===== config.mk =====
export PLATFORM = sky130hd
export DESIGN_NAME = apd_ctrl
export DESIGN_NICKNAME = d
export VERILOG_FILES = /design/src/rtl/apd_pkg.sv /design/src/rtl/apd_regs.sv /design/src/rtl/apd_idle.sv /design/src/rtl/apd_sel.sv /design/src/rtl/apd_ctrl.sv
export SDC_FILE = /design/constraint.sdc
export NUM_CORES = 1
export LEC_CHECK = 0
export ABC_AREA = 1
export CORE_MARGIN = 2
export CORE_UTILIZATION = 42
export CTS_CLUSTER_SIZE = 20
export DETAILED_ROUTE_END_ITERATION = 7
export MAX_ROUTING_LAYER = met4
export PLACE_DENSITY = 0.8
export SLEW_MARGIN = 20
export SYNTH_ARGS = -nofsm -noshare
export SYNTH_HDL_FRONTEND = slang
export SYNTH_SLANG_ARGS = --single-unit

===== constraint.sdc =====
create_clock -name clk_i -period 0.94 [get_ports clk_i]
set_clock_uncertainty 0.05 [all_clocks]
set_input_delay 0.282 -clock clk_i [delete_from_list [all_inputs] [get_ports clk_i]]
set_output_delay 0.282 -clock clk_i [all_outputs]
set_load 0.02 [all_outputs]

===== src/rtl/apd_pkg.sv =====
package apd_pkg;
  localparam int unsigned DATA_W = 8;
  localparam int unsigned ADDR_W = 2;
  localparam logic [ADDR_W-1:0] ADDR_CTL = 2'd0;
  localparam logic [ADDR_W-1:0] ADDR_MSK = 2'd2;
  localparam int unsigned BIT_APD   = 1;
  localparam int unsigned BIT_TURBO = 3;
  localparam int unsigned BIT_ANDCK = 4;
  localparam int unsigned BIT_MCCK  = 5;
  localparam logic [DATA_W-1:0] MASK_CTL =
    DATA_W'((1 << BIT_APD) | (1 << BIT_TURBO) | (1 << BIT_ANDCK) | (1 << BIT_MCCK));
endpackage


===== src/rtl/apd_regs.sv =====
module apd_regs
  import apd_pkg::*;
#(
  parameter int unsigned NUM_BLOCK = 7
) (
  input  logic                 clk_i,
  input  logic                 rst_ni,
  input  logic                 we_i,
  input  logic [ADDR_W-1:0]    addr_i,
  input  logic [DATA_W-1:0]    wdata_i,
  output logic [DATA_W-1:0]    rdata_o,
  output logic                 apd_en_o,
  output logic                 turbo_off_o,
  output logic                 and_ck_off_o,
  output logic                 mc_ck_off_o,
  output logic [NUM_BLOCK-1:0] blk_o
);
  localparam logic [DATA_W-1:0] MASK_MSK = DATA_W'((1 << NUM_BLOCK) - 1);

  logic [DATA_W-1:0] ctl_q, ctl_d, msk_q, msk_d;
  logic              ctl_en, msk_en;

  always_comb begin
    ctl_en = we_i && (addr_i == ADDR_CTL);
    msk_en = we_i && (addr_i == ADDR_MSK);
    ctl_d  = wdata_i & MASK_CTL;
    msk_d  = wdata_i & MASK_MSK;
  end

  always_ff @(posedge clk_i or negedge rst_ni) begin
    if (!rst_ni) begin
      ctl_q <= '0;
      msk_q <= '0;
    end else begin
      if (ctl_en) ctl_q <= ctl_d;
      if (msk_en) msk_q <= msk_d;
    end
  end

  always_comb begin
    unique case (addr_i)
      ADDR_CTL: rdata_o = ctl_q;
      ADDR_MSK: rdata_o = msk_q;
      default:  rdata_o = '0;
    endcase
  end

  assign apd_en_o     = ctl_q[BIT_APD];
  assign turbo_off_o  = ctl_q[BIT_TURBO];
  assign and_ck_off_o = ctl_q[BIT_ANDCK];
  assign mc_ck_off_o  = ctl_q[BIT_MCCK];
  assign blk_o        = msk_q[NUM_BLOCK-1:0];

  // a control write lands masked on the next edge
  p_wr_ctl_r2: assert property (@(posedge clk_i) disable iff (!rst_ni)
    (we_i && addr_i == ADDR_CTL) |=> (ctl_q == ($past(wdata_i) & MASK_CTL)));

  // writes to unused addresses change nothing
  p_wr_hole_r2: assert property (@(posedge clk_i) disable iff (!rst_ni)
    (addr_i != ADDR_CTL && addr_i != ADDR_MSK) |=> ($stable(ctl_q) && $stable(msk_q)));
endmodule


===== src/rtl/apd_idle.sv =====
module apd_idle #(
  parameter int unsigned IDLE_CYCLES = 15,
  localparam int unsigned CNT_W = $clog2(IDLE_CYCLES + 1)
) (
  input  logic clk_i,
  input  logic rst_ni,
  input  logic strobe_i,
  input  logic apd_en_i,
  output logic pd_o
);
  localparam logic [CNT_W-1:0] CNT_MAX = CNT_W'(IDLE_CYCLES);

  logic             strobe_q;
  logic             edge_w;
  logic [CNT_W-1:0] cnt_q, cnt_d;
  logic             pd_q, pd_d;

  always_comb begin
    edge_w = strobe_i ^ strobe_q;
    if (edge_w)                cnt_d = '0;
    else if (cnt_q == CNT_MAX) cnt_d = cnt_q;
    else                       cnt_d = cnt_q + CNT_W'(1);
    pd_d = !edge_w && apd_en_i && (cnt_d == CNT_MAX);
  end

  always_ff @(posedge clk_i or negedge rst_ni) begin
    if (!rst_ni) begin
      strobe_q <= 1'b0;
      cnt_q    <= '0;
      pd_q     <= 1'b0;
    end else begin
      strobe_q <= strobe_i;
      cnt_q    <= cnt_d;
      pd_q     <= pd_d;
    end
  end

  assign pd_o = pd_q;

  // no power-down while disabled
  p_off_when_disabled_r3: assert property (@(posedge clk_i) disable iff (!rst_ni)
    !apd_en_i |=> !pd_q);

  // a strobe transition always wakes
  p_wake_on_edge_r5: assert property (@(posedge clk_i) disable iff (!rst_ni)
    (strobe_i != strobe_q) |=> !pd_q);

  // power-down only with a full idle window behind it
  p_pd_full_window_r4: assert property (@(posedge clk_i) disable iff (!rst_ni)
    pd_q |-> (cnt_q == CNT_MAX));
endmodule


===== src/rtl/apd_sel.sv =====
module apd_sel #(
  parameter int unsigned NUM_MEM = 3
) (
  input  logic               sel_ni,
  input  logic               pd_i,
  output logic [NUM_MEM-1:0] mem_en_o,
  output logic               io_en_o
);
  for (genvar g = 0; g < NUM_MEM; g++) begin : g_mem
    assign mem_en_o[g] = !sel_ni && !pd_i;
  end
  assign io_en_o = !sel_ni;
endmodule


===== src/rtl/apd_ctrl.sv =====
module apd_ctrl
  import apd_pkg::*;
#(
  parameter int unsigned IDLE_CYCLES = 15,
  parameter int unsigned NUM_BLOCK   = 7,
  parameter int unsigned NUM_MEM     = 3
) (
  input  logic                 clk_i,
  input  logic                 rst_ni,
  input  logic                 cfg_we_i,
  input  logic [ADDR_W-1:0]    cfg_addr_i,
  input  logic [DATA_W-1:0]    cfg_wdata_i,
  output logic [DATA_W-1:0]    cfg_rdata_o,
  input  logic                 strobe_i,
  input  logic                 sel_ni,
  output logic                 pd_o,
  output logic [NUM_MEM-1:0]   mem_en_o,
  output logic                 io_en_o,
  output logic                 turbo_off_o,
  output logic                 and_clk_en_o,
  output logic                 mc_clk_en_o,
  output logic [NUM_BLOCK-1:0] in_block_o
);
  logic rst_s1_q, rst_n;
  logic apd_en, and_ck_off, mc_ck_off;

  // asynchronous assertion, synchronous release
  always_ff @(posedge clk_i or negedge rst_ni) begin
    if (!rst_ni) begin
      rst_s1_q <= 1'b0;
      rst_n    <= 1'b0;
    end else begin
      rst_s1_q <= 1'b1;
      rst_n    <= rst_s1_q;
    end
  end

  apd_regs #(.NUM_BLOCK(NUM_BLOCK)) regs_i (
    .clk_i       (clk_i),
    .rst_ni      (rst_n),
    .we_i        (cfg_we_i),
    .addr_i      (cfg_addr_i),
    .wdata_i     (cfg_wdata_i),
    .rdata_o     (cfg_rdata_o),
    .apd_en_o    (apd_en),
    .turbo_off_o (turbo_off_o),
    .and_ck_off_o(and_ck_off),
    .mc_ck_off_o (mc_ck_off),
    .blk_o       (in_block_o)
  );

  apd_idle #(.IDLE_CYCLES(IDLE_CYCLES)) idle_i (
    .clk_i   (clk_i),
    .rst_ni  (rst_n),
    .strobe_i(strobe_i),
    .apd_en_i(apd_en),
    .pd_o    (pd_o)
  );

  apd_sel #(.NUM_MEM(NUM_MEM)) sel_i (
    .sel_ni  (sel_ni),
    .pd_i    (pd_o),
    .mem_en_o(mem_en_o),
    .io_en_o (io_en_o)
  );

  assign and_clk_en_o = !and_ck_off;
  assign mc_clk_en_o  = !mc_ck_off;

  // memories stay off through power-down
  p_mem_off_in_pd_r10: assert property (@(posedge clk_i) disable iff (!rst_n)
    pd_o |-> (mem_en_o == '0));

  // clock enables follow the written bits one edge later
  p_clk_bits_r8: assert property (@(posedge clk_i) disable iff (!rst_n)
    (cfg_we_i && cfg_addr_i == ADDR_CTL) |=>
      (and_clk_en_o == !$past(cfg_wdata_i[BIT_ANDCK]) &&
       mc_clk_en_o  == !$past(cfg_wdata_i[BIT_MCCK])));
endmodule


==> results list <==
- Avg WL per Cell: 13.9 um
* Max FO, Critical Path: 2
* Vias post-DR: around 950
- Share of the synthesized area in the top cell type: roughly half
* Total setup violations reported at the end of the flow: 26
- Measured along the y axis, the die boundary spans ~50 um.
- Outcome: finished with violations
* CTS tree: built
- Worst Setup Slack, final: -0.506 ns
* Area growth, synth to finish: 83.2%
* Pin count of the biggest net entering global routing: 18
- The net count of the finished layout is about 180.
* Pwr/cell area: 1510 mW/mm2
* Number of buffers inserted by port buffering: 35
* Core occupancy in the finished layout: 79.5%
- STA puts the critical path data required time at roughly 0.61 ns.
- Total of warnings raised by yosys: 0
- In this run switching power makes up around 34% of total power.
- Summing all non-filler instances in the final layout gives an area of approximately 0.0017 mm2.
- Tot GR Track Use: between 20 and 25%
- The clock reaches the later pin of the worst-skew pair after around 0.3 ns.
* Time the final worst path needs with I/O delays and setup: 1.45 ns
* Number of H-tree levels: 1
- Detail-routed via count per cell: around 5
* Syn Area/Cell: between 8 and 9 um2
- In the routed design, unresolved DRC markers number 0.
- CTS placed an instance of sky130_fd_sc_hd__clkbuf_4 at the clock tree root.
- After global routing the overflow that remains totals 0.
- Top cell type by total area after synthesis: sky130_fd_sc_hd__dfrtp_1
- In this run the power spent charging and discharging nets is 0.884 mW.
* Number of max-slew violations in the final report: 0
- The core region is 0.00215 mm2.
* Peak supply drop: 1.30 mV
- Buffer levels on the longest clock path: 2
- After detailed placement, the total cell area comes to 0.00150 mm2.
* X dimension of the die: between 50 and 60 um
- Non-Filler Instances: approximately 190
- Violation count after the first detailed-routing iteration: 20
* Data arrival time at the worst-slack endpoint: 1.11 ns
- The number of hold violations in the final report was 0.
- Wire length of the first global-routing pass: between 4000 and 5000 um
* Internal power: around 1.7 mW
- Clock tree synthesis found a total of 19 sinks.
- Post-layout power: 2.58 mW
- The clock network burns 16.1% of the power.
- Part of the Yosys area used for sequential elements: between 50 and 60%
- At the end of routability-driven placement, the weighted congestion stood at between 0.6 and 0.7.
- Post-Syn Area: 932 um2
- Top post-synthesis cells by area: sky130_fd_sc_hd__dfrtp_1 51%, sky130_fd_sc_hd__nand2_1 9.3%, sky130_fd_sc_hd__inv_1 7.2%
- The number of nets handed over by synthesis was 123.
* #FFs+latches synth: 19
* Violations in the final reports: negative setup slack
- CP endpoint kind: output pin
- Number of diodes: 0
- Sequential share of power: 39.8%
- The tool flagged a number of max-cap violations equal to 0.
- The number of antenna violations at the first check in global routing was 0.
- The path class of the tightest hold or removal check is in2async.
- Total placed cells including tap cells: between 150 and 200
- Critical path start-end classification: reg2out
* Worst setup slack after placement: -1.36 ns
- Number of CTS-inserted buffers: 3
- In this run the count of I/O pins placed on the die edge is 38.
- Number of instances in the synthesized netlist: between 100 and 150
- Fraction of layout instances using a drive strength above 1: 61.0%
- Post-route clock period utilization: 154%
- Floorplan die area: about 0.0026 mm2
- Timing would allow up to 692 MHz.
* Gate power share: a little over two fifths
- In this run the remaining antenna-violating nets after routing total 0.
- The initial utilization of the core area, before any placement, comes to 43.4%.
* Unrepaired setup endpoints after global routing: yes
- Synthesis instantiated 20 different standard cells from the library.
- After detailed routing, the total wire length is 2660 um.
* Leakage power: slightly above 0.8 nW
* Number of iterations in the first detailed-routing pass: 4
- FP Rows: 17
- After legalization and detailed placement, the total HPWL measured between 1500 and 2000 um.
- Clock-pin slew was measured on the worst setup and hold paths at about 0.11 ns.
- After clock tree synthesis, the flow added hold-fix buffers numbering 0.
- Startpoint types: flip-flop
- The number of global-route vias before repair came to about 940.
- Fill cell total of the finished layout: roughly 130
## synth_stat cells
cell,count
sky130_fd_sc_hd__nand3_2,1
sky130_fd_sc_hd__nand2_4,1
sky130_fd_sc_hd__nor2_4,1
sky130_fd_sc_hd__xnor2_1,1
sky130_fd_sc_hd__a21oi_2,3
sky130_fd_sc_hd__nand4_1,3
sky130_fd_sc_hd__a31oi_1,1
sky130_fd_sc_hd__nor2_1,11
sky130_fd_sc_hd__nand2_1,23
sky130_fd_sc_hd__o21ai_0,6
sky130_fd_sc_hd__dfrtp_1,19
sky130_fd_sc_hd__inv_1,18
sky130_fd_sc_hd__buf_4,4
sky130_fd_sc_hd__conb_1,2
sky130_fd_sc_hd__nand3_1,3
sky130_fd_sc_hd__buf_6,1
sky130_fd_sc_hd__a22o_1,2
sky130_fd_sc_hd__a21oi_1,2
sky130_fd_sc_hd__o21ai_2,4
sky130_fd_sc_hd__ha_1,1
## through the flow
step,hold WS [ns],setup TNS (ns)
4_1_cts,0.0775,-8.30
2_1_floorplan,-0.0636,-1.90
6_report,0.0814,-8.45
5_1_grt,0.0692,-9.64
3_5_place_dp,0.138,-27.65
3_3_place_gp,0.137,-27.12
## final timing paths
kind                       depth (start not counted)                          end                         from  slack (ns)
setup / recovery                                   2               cfg_rdata_o[3]  regs_i.ctl_q[3]$_DFFE_PN0P_       -0.51
hold / removal                                     1           rst_s1_q$_DFF_PN0_                       rst_ni        0.08
setup reg to reg                                   7        idle_i.pd_o$_DFF_PN0_    idle_i.cnt_q[1]$_DFF_PN0_       -0.23
hold reg to reg                                    1  regs_i.msk_q[6]$_DFFE_PN0P_              rst_n$_DFF_PN0_        0.13
max in group asynchronous                          1  regs_i.msk_q[3]$_DFFE_PN0P_              rst_n$_DFF_PN0_        0.50
min in group clk_i                                 0              rst_n$_DFF_PN0_           rst_s1_q$_DFF_PN0_        0.31
## kinds of logic (layout without fill, tap and decap cells)
group,Yosys count,after routing,synth area share [%]
XOR/XNOR,1,1,0.940
other,2,2,0.806
AND/OR/NAND/NOR,43,44,20.8
buffers and inverters,23,79,11.7
adder cells (fa/ha/maj),1,1,1.34
AO/OA/AOI/OAI,18,18,13.4
flip-flops,19,19,51.0
## worst max-delay path, stage by stage, from the launching register on
cell                      delay [ns]
sky130_fd_sc_hd__dfrtp_2        0.44
sky130_fd_sc_hd__a22o_4         0.25
sky130_fd_sc_hd__buf_6          0.13
## state kept, by name (all words and copies together), names as in the netlist
| signal | cells |
|---|---|
| idle_i.cnt_q | 4 |
| idle_i.pd_o | 1 |
| idle_i.strobe_q | 1 |
| regs_i.ctl_q | 4 |
| regs_i.msk_q | 7 |
| rst_n | 1 |
| rst_s1_q | 1 |
## layer usage
layer | GRT usage (%) | wire length [um]
met4 | 6.76 | 42
met2 | 37.7 | 1440
met3 | 2.63 | 125
met1 | 26.6 | 1050
met5 | - | 0
## timing repair
item | CTS | global route
setup buffers | 6 | 5
cloned | 1 | 0
gates resized for setup | 160 | 17
setup endpoints to repair | 38 | 29
pin swaps | 9 | 9
## power groups by stage
stage | sequential, mW | combinational (mW) | clock, mW
final | 1.03 | 1.14 | 0.416
after global routing | 1.04 | 1.21 | 0.464
after CTS | 1.02 | 1.02 | 0.424
after detailed placement | 1.02 | 0.885 | 0
after global placement | 1.01 | 0.866 | 0
after floorplan | 1.09 | 0.389 | 0
## cell type report
cell class | count | area (um2) | share of cell area (%)
clock buffers | 4 | 26.3 | 1.54
inverters | 18 | 75.1 | 4.40
multi-input cells | 66 | 514 | 30.1
flip-flops and latches | 19 | 482 | 28.2
well taps | 28 | 35.0 | 2.05
repair buffers | 57 | 576 | 33.7
## cells in the final DEF (no fill, tap or decap), types with 2 or more instances in the layout
| cell | count |
|---|---|
| sky130_fd_sc_hd__nand3_1 | 2 |
| sky130_fd_sc_hd__buf_2 | 2 |
| sky130_fd_sc_hd__inv_1 | 9 |
| sky130_fd_sc_hd__clkdlybuf4s50_1 | 9 |
| sky130_fd_sc_hd__nand2_4 | 4 |
| sky130_fd_sc_hd__buf_4 | 13 |
| sky130_fd_sc_hd__o21ai_2 | 4 |
| sky130_fd_sc_hd__nor2_4 | 6 |
| sky130_fd_sc_hd__nor2_1 | 5 |
| sky130_fd_sc_hd__dfrtp_2 | 5 |
| sky130_fd_sc_hd__a22o_4 | 2 |
| sky130_fd_sc_hd__o21ai_4 | 2 |
| sky130_fd_sc_hd__conb_1 | 2 |
| sky130_fd_sc_hd__a21oi_2 | 5 |
| sky130_fd_sc_hd__nand2_1 | 13 |
| sky130_fd_sc_hd__nand4_1 | 3 |
| sky130_fd_sc_hd__clkbuf_4 | 3 |
| sky130_fd_sc_hd__dfrtp_1 | 14 |
| sky130_fd_sc_hd__o21ai_0 | 4 |
| sky130_fd_sc_hd__nand2_2 | 8 |
| sky130_fd_sc_hd__buf_6 | 31 |
| sky130_fd_sc_hd__inv_2 | 8 |
Power figures use the tool's default switching activity.
